**config.mk**
```make
export PLATFORM = sky130hd
export DESIGN_NAME = sport_pinmux
export DESIGN_NICKNAME = d
export VERILOG_FILES = /design/src/rtl/sport_pkg.sv /design/src/rtl/sport_regs.sv /design/src/rtl/sport_fault_fsm.sv /design/src/rtl/sport_route.sv /design/src/rtl/sport_pinmux.sv
export SDC_FILE = /design/constraint.sdc
export NUM_CORES = 1
export LEC_CHECK = 0
export BUFFER_PORTS_ARGS = -buffer_cell sky130_fd_sc_hd__buf_2
export CAP_MARGIN = 20
export CELL_PAD_IN_SITES_DETAIL_PLACEMENT = 2
export CELL_PAD_IN_SITES_GLOBAL_PLACEMENT = 2
export CORE_MARGIN = 5
export CORE_UTILIZATION = 26
export DETAILED_ROUTE_END_ITERATION = 7
export PLACE_DENSITY_LB_ADDON = 0.1
export SYNTH_ARGS = -nofsm -noshare
export SYNTH_HDL_FRONTEND = slang
export SYNTH_HIERARCHICAL = 1
export SYNTH_SLANG_ARGS = --single-unit
```
**constraint.sdc**
```tcl
create_clock -name clk -period 1.15 [get_ports clk]
set_input_delay 0.115 -clock clk [delete_from_list [all_inputs] [get_ports clk]]
set_output_delay 0.115 -clock clk [all_outputs]
set_load 0.02 [all_outputs]
```
**src/rtl/sport_pkg.sv**
```systemverilog
package sport_pkg;
    localparam int PORT_W   = 8;
    localparam int BUS_W    = 2 * PORT_W;
    localparam int NCS      = 4;
    localparam int PIN_DIN  = 0;
    localparam int PIN_DOUT = 1;
    localparam int PIN_SCK  = 2;
    localparam int PIN_SEL0 = 3;
    localparam int PIN_CS1  = 4;
    localparam int PIN_TXD  = 7;
    localparam int FLT_BIT  = PORT_W;

    typedef enum logic [0:0] {
        FLT_CLEAR   = 1'b0,
        FLT_LATCHED = 1'b1
    } flt_state_t;

    typedef struct packed {
        logic [PORT_W-1:0] fsel;
        logic [PORT_W-1:0] dir;
        logic [PORT_W-1:0] lat;
    } port_cfg_t;
endpackage

```
**src/rtl/sport_regs.sv**
```systemverilog
module sport_regs
    import sport_pkg::*;
(
    input  logic             clk,
    input  logic             rst_n,
    input  logic             bus_wr,
    input  logic             bus_addr,
    input  logic [1:0]       bus_be,
    input  logic [BUS_W-1:0] bus_wdata,
    input  logic [PORT_W-1:0] pin_in,
    input  logic             fault_flag,
    output port_cfg_t        cfg,
    output logic             fault_clr,
    output logic [BUS_W-1:0] bus_rdata
);
    port_cfg_t cfg_q;

    always_ff @(posedge clk or negedge rst_n) begin
        if (!rst_n) begin
            cfg_q <= '0;
        end else if (bus_wr) begin
            if (!bus_addr) begin
                if (bus_be[1]) cfg_q.fsel <= bus_wdata[BUS_W-1:PORT_W];
                if (bus_be[0]) cfg_q.dir  <= bus_wdata[PORT_W-1:0];
            end else if (bus_be[0]) begin
                cfg_q.lat <= bus_wdata[PORT_W-1:0];
            end
        end
    end

    assign cfg       = cfg_q;
    assign fault_clr = bus_wr && bus_addr && bus_be[1] && bus_wdata[FLT_BIT];

    always_comb begin
        bus_rdata = '0;
        if (!bus_addr) begin
            bus_rdata = {cfg_q.fsel, cfg_q.dir};
        end else begin
            bus_rdata[PORT_W-1:0] = pin_in;
            bus_rdata[FLT_BIT]    = fault_flag;
        end
    end

    // an upper-lane write to word 0 lands in the function-select register
    p_fsel_write_r2: assert property (@(posedge clk) disable iff (!rst_n)
        (bus_wr && !bus_addr && bus_be[1]) |=> cfg_q.fsel == $past(bus_wdata[BUS_W-1:PORT_W]));

    // a lane left disabled keeps its value
    p_dir_hold_r2: assert property (@(posedge clk) disable iff (!rst_n)
        !(bus_wr && !bus_addr && bus_be[0]) |=> $stable(cfg_q.dir));
endmodule

```
**src/rtl/sport_fault_fsm.sv**
```systemverilog
module sport_fault_fsm
    import sport_pkg::*;
(
    input  logic clk,
    input  logic rst_n,
    input  logic fault_cond,
    input  logic fault_clr,
    output logic fault_flag
);
    flt_state_t state_q, state_d;

    always_comb begin
        state_d = state_q;
        unique case (state_q)
            FLT_CLEAR:   if (fault_cond)                state_d = FLT_LATCHED;
            FLT_LATCHED: if (fault_clr && !fault_cond)  state_d = FLT_CLEAR;
            default:                                    state_d = FLT_CLEAR;
        endcase
    end

    always_ff @(posedge clk or negedge rst_n) begin
        if (!rst_n) state_q <= FLT_CLEAR;
        else        state_q <= state_d;
    end

    always_comb begin
        unique case (state_q)
            FLT_LATCHED: fault_flag = 1'b1;
            default:     fault_flag = 1'b0;
        endcase
    end

    // the condition raises the flag one edge later
    p_fault_set_r8: assert property (@(posedge clk) disable iff (!rst_n)
        fault_cond |=> fault_flag);

    // without a clear the flag is kept
    p_fault_sticky_r11: assert property (@(posedge clk) disable iff (!rst_n)
        (fault_flag && !fault_clr) |=> fault_flag);

    // a clear while the condition is absent drops the flag
    p_fault_clear_r11: assert property (@(posedge clk) disable iff (!rst_n)
        (fault_flag && fault_clr && !fault_cond) |=> !fault_flag);
endmodule

```
**src/rtl/sport_route.sv**
```systemverilog
module sport_route
    import sport_pkg::*;
(
    input  port_cfg_t         cfg,
    input  logic              spi_en,
    input  logic              master,
    input  logic              sci_tx_en,
    input  logic              sci_txd,
    input  logic              eng_sdo,
    input  logic              eng_sck,
    input  logic [NCS-1:0]    eng_cs,
    input  logic [PORT_W-1:0] pin_in,
    output logic [PORT_W-1:0] pin_out,
    output logic [PORT_W-1:0] pin_oe,
    output logic              eng_sdi,
    output logic              eng_sck_in,
    output logic              eng_ss_n,
    output logic              fault_cond
);
    logic [NCS-2:0] cs_out, cs_oe, cs_ser;

    for (genvar k = 1; k < NCS; k++) begin : g_cs
        localparam int P = PIN_CS1 + k - 1;
        assign cs_ser[k-1] = cfg.fsel[P];
        assign cs_oe[k-1]  = cfg.fsel[P] ? (master && cfg.dir[P]) : cfg.dir[P];
        assign cs_out[k-1] = cfg.fsel[P] ? (master && cfg.dir[P] && eng_cs[k]) : cfg.lat[P];
    end

    always_comb begin
        pin_out = cfg.lat;
        pin_oe  = cfg.dir;

        if (cfg.fsel[PIN_DIN]) begin
            pin_oe[PIN_DIN]  = !master && cfg.dir[PIN_DIN];
            pin_out[PIN_DIN] = pin_oe[PIN_DIN] && eng_sdo;
        end
        if (cfg.fsel[PIN_DOUT]) begin
            pin_oe[PIN_DOUT]  = master && cfg.dir[PIN_DOUT];
            pin_out[PIN_DOUT] = pin_oe[PIN_DOUT] && eng_sdo;
        end
        if (spi_en) begin
            pin_oe[PIN_SCK]  = master && cfg.dir[PIN_SCK];
            pin_out[PIN_SCK] = pin_oe[PIN_SCK] && eng_sck;
        end
        if (cfg.fsel[PIN_SEL0]) begin
            pin_oe[PIN_SEL0]  = master && cfg.dir[PIN_SEL0];
            pin_out[PIN_SEL0] = pin_oe[PIN_SEL0] && eng_cs[0];
        end
        pin_oe[PIN_CS1 +: NCS-1]  = cs_oe;
        pin_out[PIN_CS1 +: NCS-1] = cs_out;
        if (sci_tx_en) begin
            pin_oe[PIN_TXD]  = 1'b1;
            pin_out[PIN_TXD] = sci_txd;
        end
    end

    always_comb begin
        if (master)
            eng_sdi = cfg.fsel[PIN_DIN] && !cfg.dir[PIN_DIN] && pin_in[PIN_DIN];
        else
            eng_sdi = cfg.fsel[PIN_DOUT] && !cfg.dir[PIN_DOUT] && pin_in[PIN_DOUT];

        eng_sck_in = spi_en && !master && !cfg.dir[PIN_SCK] && pin_in[PIN_SCK];

        if (!master && cfg.fsel[PIN_SEL0] && !cfg.dir[PIN_SEL0])
            eng_ss_n = pin_in[PIN_SEL0];
        else
            eng_ss_n = 1'b1;

        fault_cond = spi_en && master && cfg.fsel[PIN_SEL0]
                     && !cfg.dir[PIN_SEL0] && !pin_in[PIN_SEL0];
    end

    // chip-select pins never drive in slave mode
    p_cs_slave_quiet_r10: assert final (master || (cs_oe & cs_ser) == '0);
endmodule

```
**src/rtl/sport_pinmux.sv**
```systemverilog
module sport_pinmux
    import sport_pkg::*;
(
    input  logic              clk,
    input  logic              rst_n,
    input  logic              bus_wr,
    input  logic              bus_addr,
    input  logic [1:0]        bus_be,
    input  logic [BUS_W-1:0]  bus_wdata,
    output logic [BUS_W-1:0]  bus_rdata,
    input  logic              spi_en,
    input  logic              master,
    input  logic              sci_tx_en,
    input  logic              sci_txd,
    input  logic              eng_sdo,
    input  logic              eng_sck,
    input  logic [NCS-1:0]    eng_cs,
    output logic              eng_sdi,
    output logic              eng_sck_in,
    output logic              eng_ss_n,
    input  logic [PORT_W-1:0] pin_in,
    output logic [PORT_W-1:0] pin_out,
    output logic [PORT_W-1:0] pin_oe,
    output logic              mode_fault
);
    port_cfg_t cfg;
    logic      fault_clr, fault_cond, fault_flag;

    sport_regs u_regs (
        .clk(clk), .rst_n(rst_n), .bus_wr(bus_wr), .bus_addr(bus_addr),
        .bus_be(bus_be), .bus_wdata(bus_wdata), .pin_in(pin_in),
        .fault_flag(fault_flag), .cfg(cfg), .fault_clr(fault_clr),
        .bus_rdata(bus_rdata)
    );

    sport_route u_route (
        .cfg(cfg), .spi_en(spi_en), .master(master), .sci_tx_en(sci_tx_en),
        .sci_txd(sci_txd), .eng_sdo(eng_sdo), .eng_sck(eng_sck), .eng_cs(eng_cs),
        .pin_in(pin_in), .pin_out(pin_out), .pin_oe(pin_oe), .eng_sdi(eng_sdi),
        .eng_sck_in(eng_sck_in), .eng_ss_n(eng_ss_n), .fault_cond(fault_cond)
    );

    sport_fault_fsm u_fault (
        .clk(clk), .rst_n(rst_n), .fault_cond(fault_cond),
        .fault_clr(fault_clr), .fault_flag(fault_flag)
    );

    assign mode_fault = fault_flag;

    // an enabled transmitter always owns pin 7
    p_txd_owned_r4: assert property (@(posedge clk) disable iff (!rst_n)
        sci_tx_en |-> (pin_oe[PIN_TXD] && pin_out[PIN_TXD] == sci_txd));

    // slave mode never reports a mode fault edge
    p_no_slave_fault_r9: assert property (@(posedge clk) disable iff (!rst_n)
        (!master && !mode_fault) |=> !mode_fault || $past(master) );

    // with the engine off the clock pin follows the general-purpose settings
    p_sck_gpio_r5: assert property (@(posedge clk) disable iff (!rst_n)
        !spi_en |-> (eng_sck_in == 1'b0));
endmodule

```
# [Word-level counts from Yosys, hierarchy flattened]
# Index checks and enable logic that the tools add are counted.
[totals] word_cells=71 out_inout_bits=36 in_bits=40 register_bits=25
[op_classes] n_bitwise=2 reduce_logical=41 muxes=24
[op_table] op="$logic_and 1x1->1" n=31
[op_table] op="$mux 1" n=21
[op_table] op="$mux 9" n=1
[op_table] op="$reduce_and 3->1" n=3
[op_table] op="$logic_not 1->1" n=7
[op_table] op="$mux 7" n=1
[op_table] op="$not 1->1" n=2
[op_table] op="$pmux 1 s2" n=1

# [Longest topological paths before layout]
# Gate-level depths: netlist of run 1.
[logic_depth] ltp_word=8 ltp_mapped=4 mapped_depth_nobuf=3

# [Hierarchy]
# The synthesis of run 1 kept the hierarchy.
[by_module_without_submodules] mod="sport_regs" n_inst=1 area_each_um2=1096.1 seq_area_each_um2=600.6 cells_per_inst=70
[by_module_without_submodules] mod="sport_route" n_inst=1 area_each_um2=270.3 seq_area_each_um2=0.0 cells_per_inst=39
[by_module_without_submodules] mod="sport_fault_fsm" n_inst=1 area_each_um2=36.3 seq_area_each_um2=25.0 cells_per_inst=3

# [Worst setup path before layout of run 1]
# No wires, ideal clock.
[synth_path] kind="register to output" from="reg u_regs.cfg_q (netlist bit u_regs/cfg[17])" to="out eng_sdi" t_required_ps=1035 n_path_buf=0 arrival_ps=971 path_stages_with_launch=3 setup_slack_ps=64 cell_sequence="dfrtp_1 -> nand2_1 -> o31ai_1"
[synth_via] elab_chain_cells=3
[synth_lines] element="start: declaration" line="sport_regs.sv:16" source="port_cfg_t cfg_q;"
[synth_lines] element="$logic_and 1x1->1 (2 in a row)" line="sport_route.sv:61" source="eng_sdi = cfg.fsel[PIN_DOUT] && !cfg.dir[PIN_DOUT] && pin_in[PIN_DOUT];"
[synth_lines] element="$mux 1" line="sport_route.sv:58" source="if (master)"
[synth_lines] element="end: declaration" line="sport_pinmux.sv:18" source="output logic eng_sdi,"
# Every way passes these cells.

# [Worst setup path in the final report of run 1]
[layout_path] from="reg u_regs.cfg_q (netlist bit u_regs/cfg[0])" to="out pin_out[0]"
[layout_via] elab_chain_cells=1
[layout_lines] element="$mux 1" line="sport_route.sv:33" source="if (cfg.fsel[PIN_DIN]) begin"
[layout_lines] element="end: declaration" line="sport_pinmux.sv:22" source="output logic [PORT_W-1:0] pin_out,"
# Every way passes these cells.

==> results.cfg, run 1 <==
[timing]
fin_crit_ns = 1.27
rsz0062_at_grt = yes
worst_hold_slack_ns = 0.0670
fin_ws_ns = -0.124
final.setup.tns_ns = -1.43
setup_viol = 23
clock_skew_ns = 0.000184
min_period_over_period_pct = 111
slew_violations = 0
hold_viol_final = 0
maxSlewHeadroom_pct = 61.8
timing_worst_slew_pin_value_ns = 0.574
fmax_mhz = 785

[finish]
nets = 242
layout_common_cells = buf_2, mux2_2, buf_6, dfrtp_1, buf_4
drive_gt1_share_pct = 75.1
final_core_util_pct = 44.5
final_common_cell = buf_2
diodes = 0
syn2layout_area_growth_pct = 64.2
instances_no_fill = 271

[route]
drt-pass1-iter-count = 3
drt_iter0_drc = 19
drc = 0
ant_nets = 0
via_per_inst = 4.70
wire_per_inst_microns = 18.7
num_vias = 1274
totalWireLength_microns = 5080

[floorplan]
chipWidth_microns = 83.4
start_util_pct = 27.1
coreArea_sq_mm = 0.00517
dieArea_sq_mm = 0.00696
die_h_microns = 83.4
io_pins = 76
rows = 26

[worst_setup_path]
crit_path_max_incr_delay_ns = 0.39
crit_fanout = 2
end_kind = output port
reg2reg_from = u_regs/cfg[17]$_DFFE_PN0P_
path_cells = nor2b_1 > a41o_1 > buf_6
cp_top_family = flip-flops
cp_data_arrival_time_ns = 1.16
rr_endpoint = u_regs/cfg[17]$_DFFE_PN0P_
reg2reg_depth = 3
worst-path-stages = 3
slowest_stage = dfrtp_1
cp-start-kind = flop
crit_type = flop to output port
crit_buf_inv = 1
regToRegSetupSlack_ns = 0.07
worst_ep_required_time_ns = 1.03

[logic_synthesis]
synth-seq-cells = 25
synth_area_sq_mm = 0.00140
synthCells = 112
syn_nets = 152
synth_flop_cell = dfrtp_1
synth.distinct_cells = 25
async_reset_ff_share_pct = 100
synth-edff-count = 0
syn_area_per_cell_sq_um = 12.5
yosysWarnings = 6
ys_seq_area_share_pct = 44.6

[clock_network]
clk_pin_slew_ns = 0.10
clkLatencyLatePin_ns = 0.27
htree_num_levels = 1
clock_tree.buffer_depth = 2
root_buffer = clkbuf_8
cts_sinks = 25
numCtsBuffers = 3
cts_tree = yes

[min_path]
hold_path_end = u_regs/cfg[18]$_DFFE_PN0P_
hp-class = input pin to flop
hp-start = bus_wdata[10]
whs_path_depth = 2

[pwr]
ir_worst_vdd_v = 0.000466
power_density_mw_per_mm2 = 1400
p_leak_nw = 1.12

[placement]
numPlacedInstances = 259
pre_cts_slack_ns = 0.0330
place_hpwl_microns = 3790
place_congestion = 0.725
port_buffers = 75

[grt]
grt_use_total_pct = 14.6
grt_max_degree = 26
grt-ovfl-total = 0
antenna_found_initial = 0
grt_pass1_vias = 1539
grt_pass1_wl_microns = 8000

[flow_run]
drv_cap = 0

[outcome]
violations = negative setup slack
status = finished with violations
## where the power goes
group | internal (mW) | switching, mW
Sequential | 1.06 | 0.170
Clock | 0.246 | 0.298
Combinational | 0.802 | 0.663
## layer usage
layer	routed length, microns	track usage, %	part of all wire (%)	vias to the layer above
met5	0	0	0	-
met4	121	4.82	2.4	0
met3	262	3.66	5.2	12
met2	2800	27.0	55	49
met1	1900	16.2	37	627
li1	-	-	-	586
## through the flow
stage	area [sq um]	total power [mW]
finish	2300	3.23
global route	2300	3.43
floorplan	1400	1.84
detailed placement	1920	2.30
CTS	2180	3.11
global placement	1920	2.24
## cell type report
cell class,instances,area (sq um)
Clock buffer,3,41.3
Clock inverter,1,7.51
Fill cell,540,2870
Inverter,8,30.0
Multi-Input combinational cell,76,821
Sequential cell,25,632
Tap cell,70,87.6
Timing Repair Buffer,88,684
## cells by family (layout without fill, tap and decap cells)
family | after synthesis | after routing | share of synthesized area, %
flops | 25 | 25 | 44.6
buf+inv | 11 | 100 | 3.84
compound gates | 16 | 16 | 7.76
simple gates | 26 | 26 | 16.5
mux | 34 | 34 | 27.3
## state kept, by name, summed over array words and instances (netlist names)
| register | count |
|---|---|
| u_fault/state_q | 1 |
| u_regs/cfg | 24 |
## timing repair
item	in CTS	in global routing
endpoints found under the hold margin	25	0
endpoints found under the setup margin	30	33
gates resized for setup	69	27
buffers inserted	4	3
hold buffers	1	0
pin swaps	11	1
## synth_stat cells (all sizes together), types with 2 or more instances
master | n | share of area [%]
a21boi | 7 | 3.7
buf | 3 | 1.7
dfrtp | 25 | 45
inv | 8 | 2.1
mux2 | 34 | 27
nand2 | 3 | 1.3
nand3 | 2 | 1.6
nand3b | 2 | 2.9
nand4 | 5 | 2.2
nor2b | 8 | 3.6
o21ai | 5 | 1.8
## worst max-delay path by stage
stage / from / end / slack (ns)
after floorplan: u_regs/cfg[17]$_DFFE_PN0P_ / eng_sdi / 0.06
after CTS: u_regs/cfg[10]$_DFFE_PN0P_ / eng_sck_in / -0.13
final: u_regs/cfg[0]$_DFFE_PN0P_ / pin_out[0] / -0.12
after global routing: u_regs/cfg[8]$_DFFE_PN0P_ / eng_sdi / -0.23
after detailed placement: bus_addr / bus_rdata[8] / 0.03
after global placement: bus_addr / bus_rdata[5] / 0.05
Note: power is estimated with default switching activity, not from simulation.
==> run 2, diff against run 1 <==
--- a/config.mk
+++ b/config.mk
@@ -13,6 +13,7 @@
 export CORE_UTILIZATION = 26
 export DETAILED_ROUTE_END_ITERATION = 7
 export PLACE_DENSITY_LB_ADDON = 0.1
+export RECOVER_POWER = 100
 export SYNTH_ARGS = -nofsm -noshare
 export SYNTH_HDL_FRONTEND = slang
 export SYNTH_HIERARCHICAL = 1
==> run 2 against run 1 <==
The flow still finishes with violations (negative setup slack). Critical path type unchanged. Clock skew barely moved. Die area did not move. Register-to-register slack barely moved. Combinational power barely moved. Highest routed layer unchanged. Wire length rose by 1.1%. Utilization fell by 1.1 points. Global-route usage did not move. Clock-buffer cell count did not move. Critical path depth fell by 1.
==> results.cfg, run 2 (same netlist as run 1, synthesis figures left out) <==
[outcome]
status = finished with violations
violations = negative setup slack

[route]
wl_met1_microns = 1950
ant_nets = 0
drc = 0
totalWireLength_microns = 5130
drt_iter0_drc = 21
wire_per_inst_microns = 18.9
num_vias = 1273
route.top_layer_used = met4
wl_met2_microns = 2800
drt-pass1-iter-count = 3
route.met3.wl_microns = 262
via_per_inst = 4.70

[pwr]
p_int_mw = 2.09
switching_share_pct = 35.0
power_frac_comb_pct = 44.9
ir_worst_vdd_v = 0.000464
power_frac_clock_pct = 16.9
p_leak_nw = 1.07
power.share.sequential_pct = 38.2
power_density_mw_per_mm2 = 1430
switchingPower_mw = 1.12

[worst_setup_path]
end_kind = output port
cp_data_arrival_time_ns = 1.16
cp-start-kind = flop
crit_type = flop to output port
crit_fanout = 5
worst_ep_required_time_ns = 1.03
regToRegSetupSlack_ns = 0.07

[clock_network]
root_buffer = clkbuf_8
clock_tree.buffer_depth = 2
cts_tree = yes
clk_pin_slew_ns = 0.10
clkLatencyLatePin_ns = 0.26
numCtsBuffers = 3
cts_sinks = 25
htree_num_levels = 1

[placement]
placed_area_sq_mm = 0.00192
place_congestion = 0.725
place_hpwl_microns = 3790
port_buffers = 75
numPlacedInstances = 259

[timing]
min_period_over_period_pct = 111
timing_worst_slew_pin_value_ns = 0.638
slew_violations = 0
rsz0062_at_grt = yes
worst_hold_slack_ns = 0.0671
fin_crit_ns = 1.27
clock_skew_ns = 0.000170
setup_viol = 23
maxSlewHeadroom_pct = 57.5
fmax_mhz = 785
hold_viol_final = 0
fin_ws_ns = -0.123

[finish]
layout_common_cells = buf_2, mux2_2, buf_6, dfrtp_1, buf_4
nets = 242
diodes = 0
final_core_util_pct = 43.4
postLayoutCellArea_sq_mm = 0.00224
multi_input_area_sq_um = 779
syn2layout_area_growth_pct = 60.0
drive_gt1_share_pct = 73.1
nFillCells = 546
instances_no_fill = 271
largest_register_ffs = 24
final_common_cell = buf_2
seqCellArea_sq_um = 632

[grt]
grt_use_total_pct = 14.6
antenna_found_initial = 0
grt_pass1_vias = 1539
grt_pass1_wl_microns = 8000
grt-ovfl-total = 0
grt_max_degree = 26

[floorplan]
start_util_pct = 27.1
chipWidth_microns = 83.4
rows = 26
die_h_microns = 83.4
io_pins = 76
coreArea_sq_mm = 0.00517
dieArea_sq_mm = 0.00696

[flow_run]
drv_cap = 0

[min_path]
hp-class = input pin to flop
==> run 2: layout make-up <==
type	count	area share [%]
inverters	8	1.34
multi-input cells	76	34.7
repair buffers	88	29.7
well taps	70	3.90
clock inverters	1	0.334
clock buffers	3	1.84
flip-flops and latches	25	28.1
==> run 2: final timing paths <==
| check | startpoint | to | cells after the start |
|---|---|---|---|
| setup / recovery | u_regs/cfg[10]$_DFFE_PN0P_ | eng_sck_in | 2 |
| hold / removal | bus_wdata[10] | u_regs/cfg[18]$_DFFE_PN0P_ | 2 |
| setup reg to reg | u_regs/cfg[17]$_DFFE_PN0P_ | u_regs/cfg[17]$_DFFE_PN0P_ | 3 |
| hold reg to reg | u_regs/cfg[3]$_DFFE_PN0P_ | u_regs/cfg[3]$_DFFE_PN0P_ | 1 |
| max in group asynchronous | rst_n | u_regs/cfg[19]$_DFFE_PN0P_ | 2 |
| min in group asynchronous | rst_n | u_regs/cfg[15]$_DFFE_PN0P_ | 2 |
==> run 2: per-layer routing <==
layer / track usage, % / up-vias
met1: 16.2 / 626
met5: 0 / -
met2: 27.0 / 49
met4: 4.82 / 0
li1: - / 586
met3: 3.66 / 12
==> run 2: per-stage QoR <==
stage | setup slack (ns) | TNS [ns] | power, mW
after floorplan | 0.0637 | 0 | 1.84
after global routing | -0.233 | -3.26 | 3.41
final | -0.123 | -1.41 | 3.21
after detailed placement | 0.0330 | 0 | 2.30
after CTS | -0.129 | -1.43 | 3.11
after global placement | 0.0482 | 0 | 2.24
==> run 2: repair_timing <==
| item | 4_1_cts | 5_1_grt |
|---|---|---|
| cloned | 0 | 0 |
| hold buffers | 1 | 0 |
| buffers inserted | 4 | 3 |
| pin swaps | 11 | 1 |
| gates resized for setup | 69 | 27 |
| endpoints found under the setup margin | 30 | 33 |
| endpoints found under the hold margin | 25 | 0 |
==> run 2: worst max-delay path: stages, from the launching register on <==
cell and delay (ns):
dfrtp_1 0.44, nor4bb_2 0.25, buf_2 0.20
==> run 2: power groups by stage <==
stage | clock (mW) | sequential (mW) | combinational [mW]
after floorplan | 0 | 1.19 | 0.657
after global placement | 0 | 1.21 | 1.04
after detailed placement | 0 | 1.23 | 1.08
after CTS | 0.554 | 1.22 | 1.34
after global routing | 0.613 | 1.26 | 1.53
final | 0.542 | 1.23 | 1.44
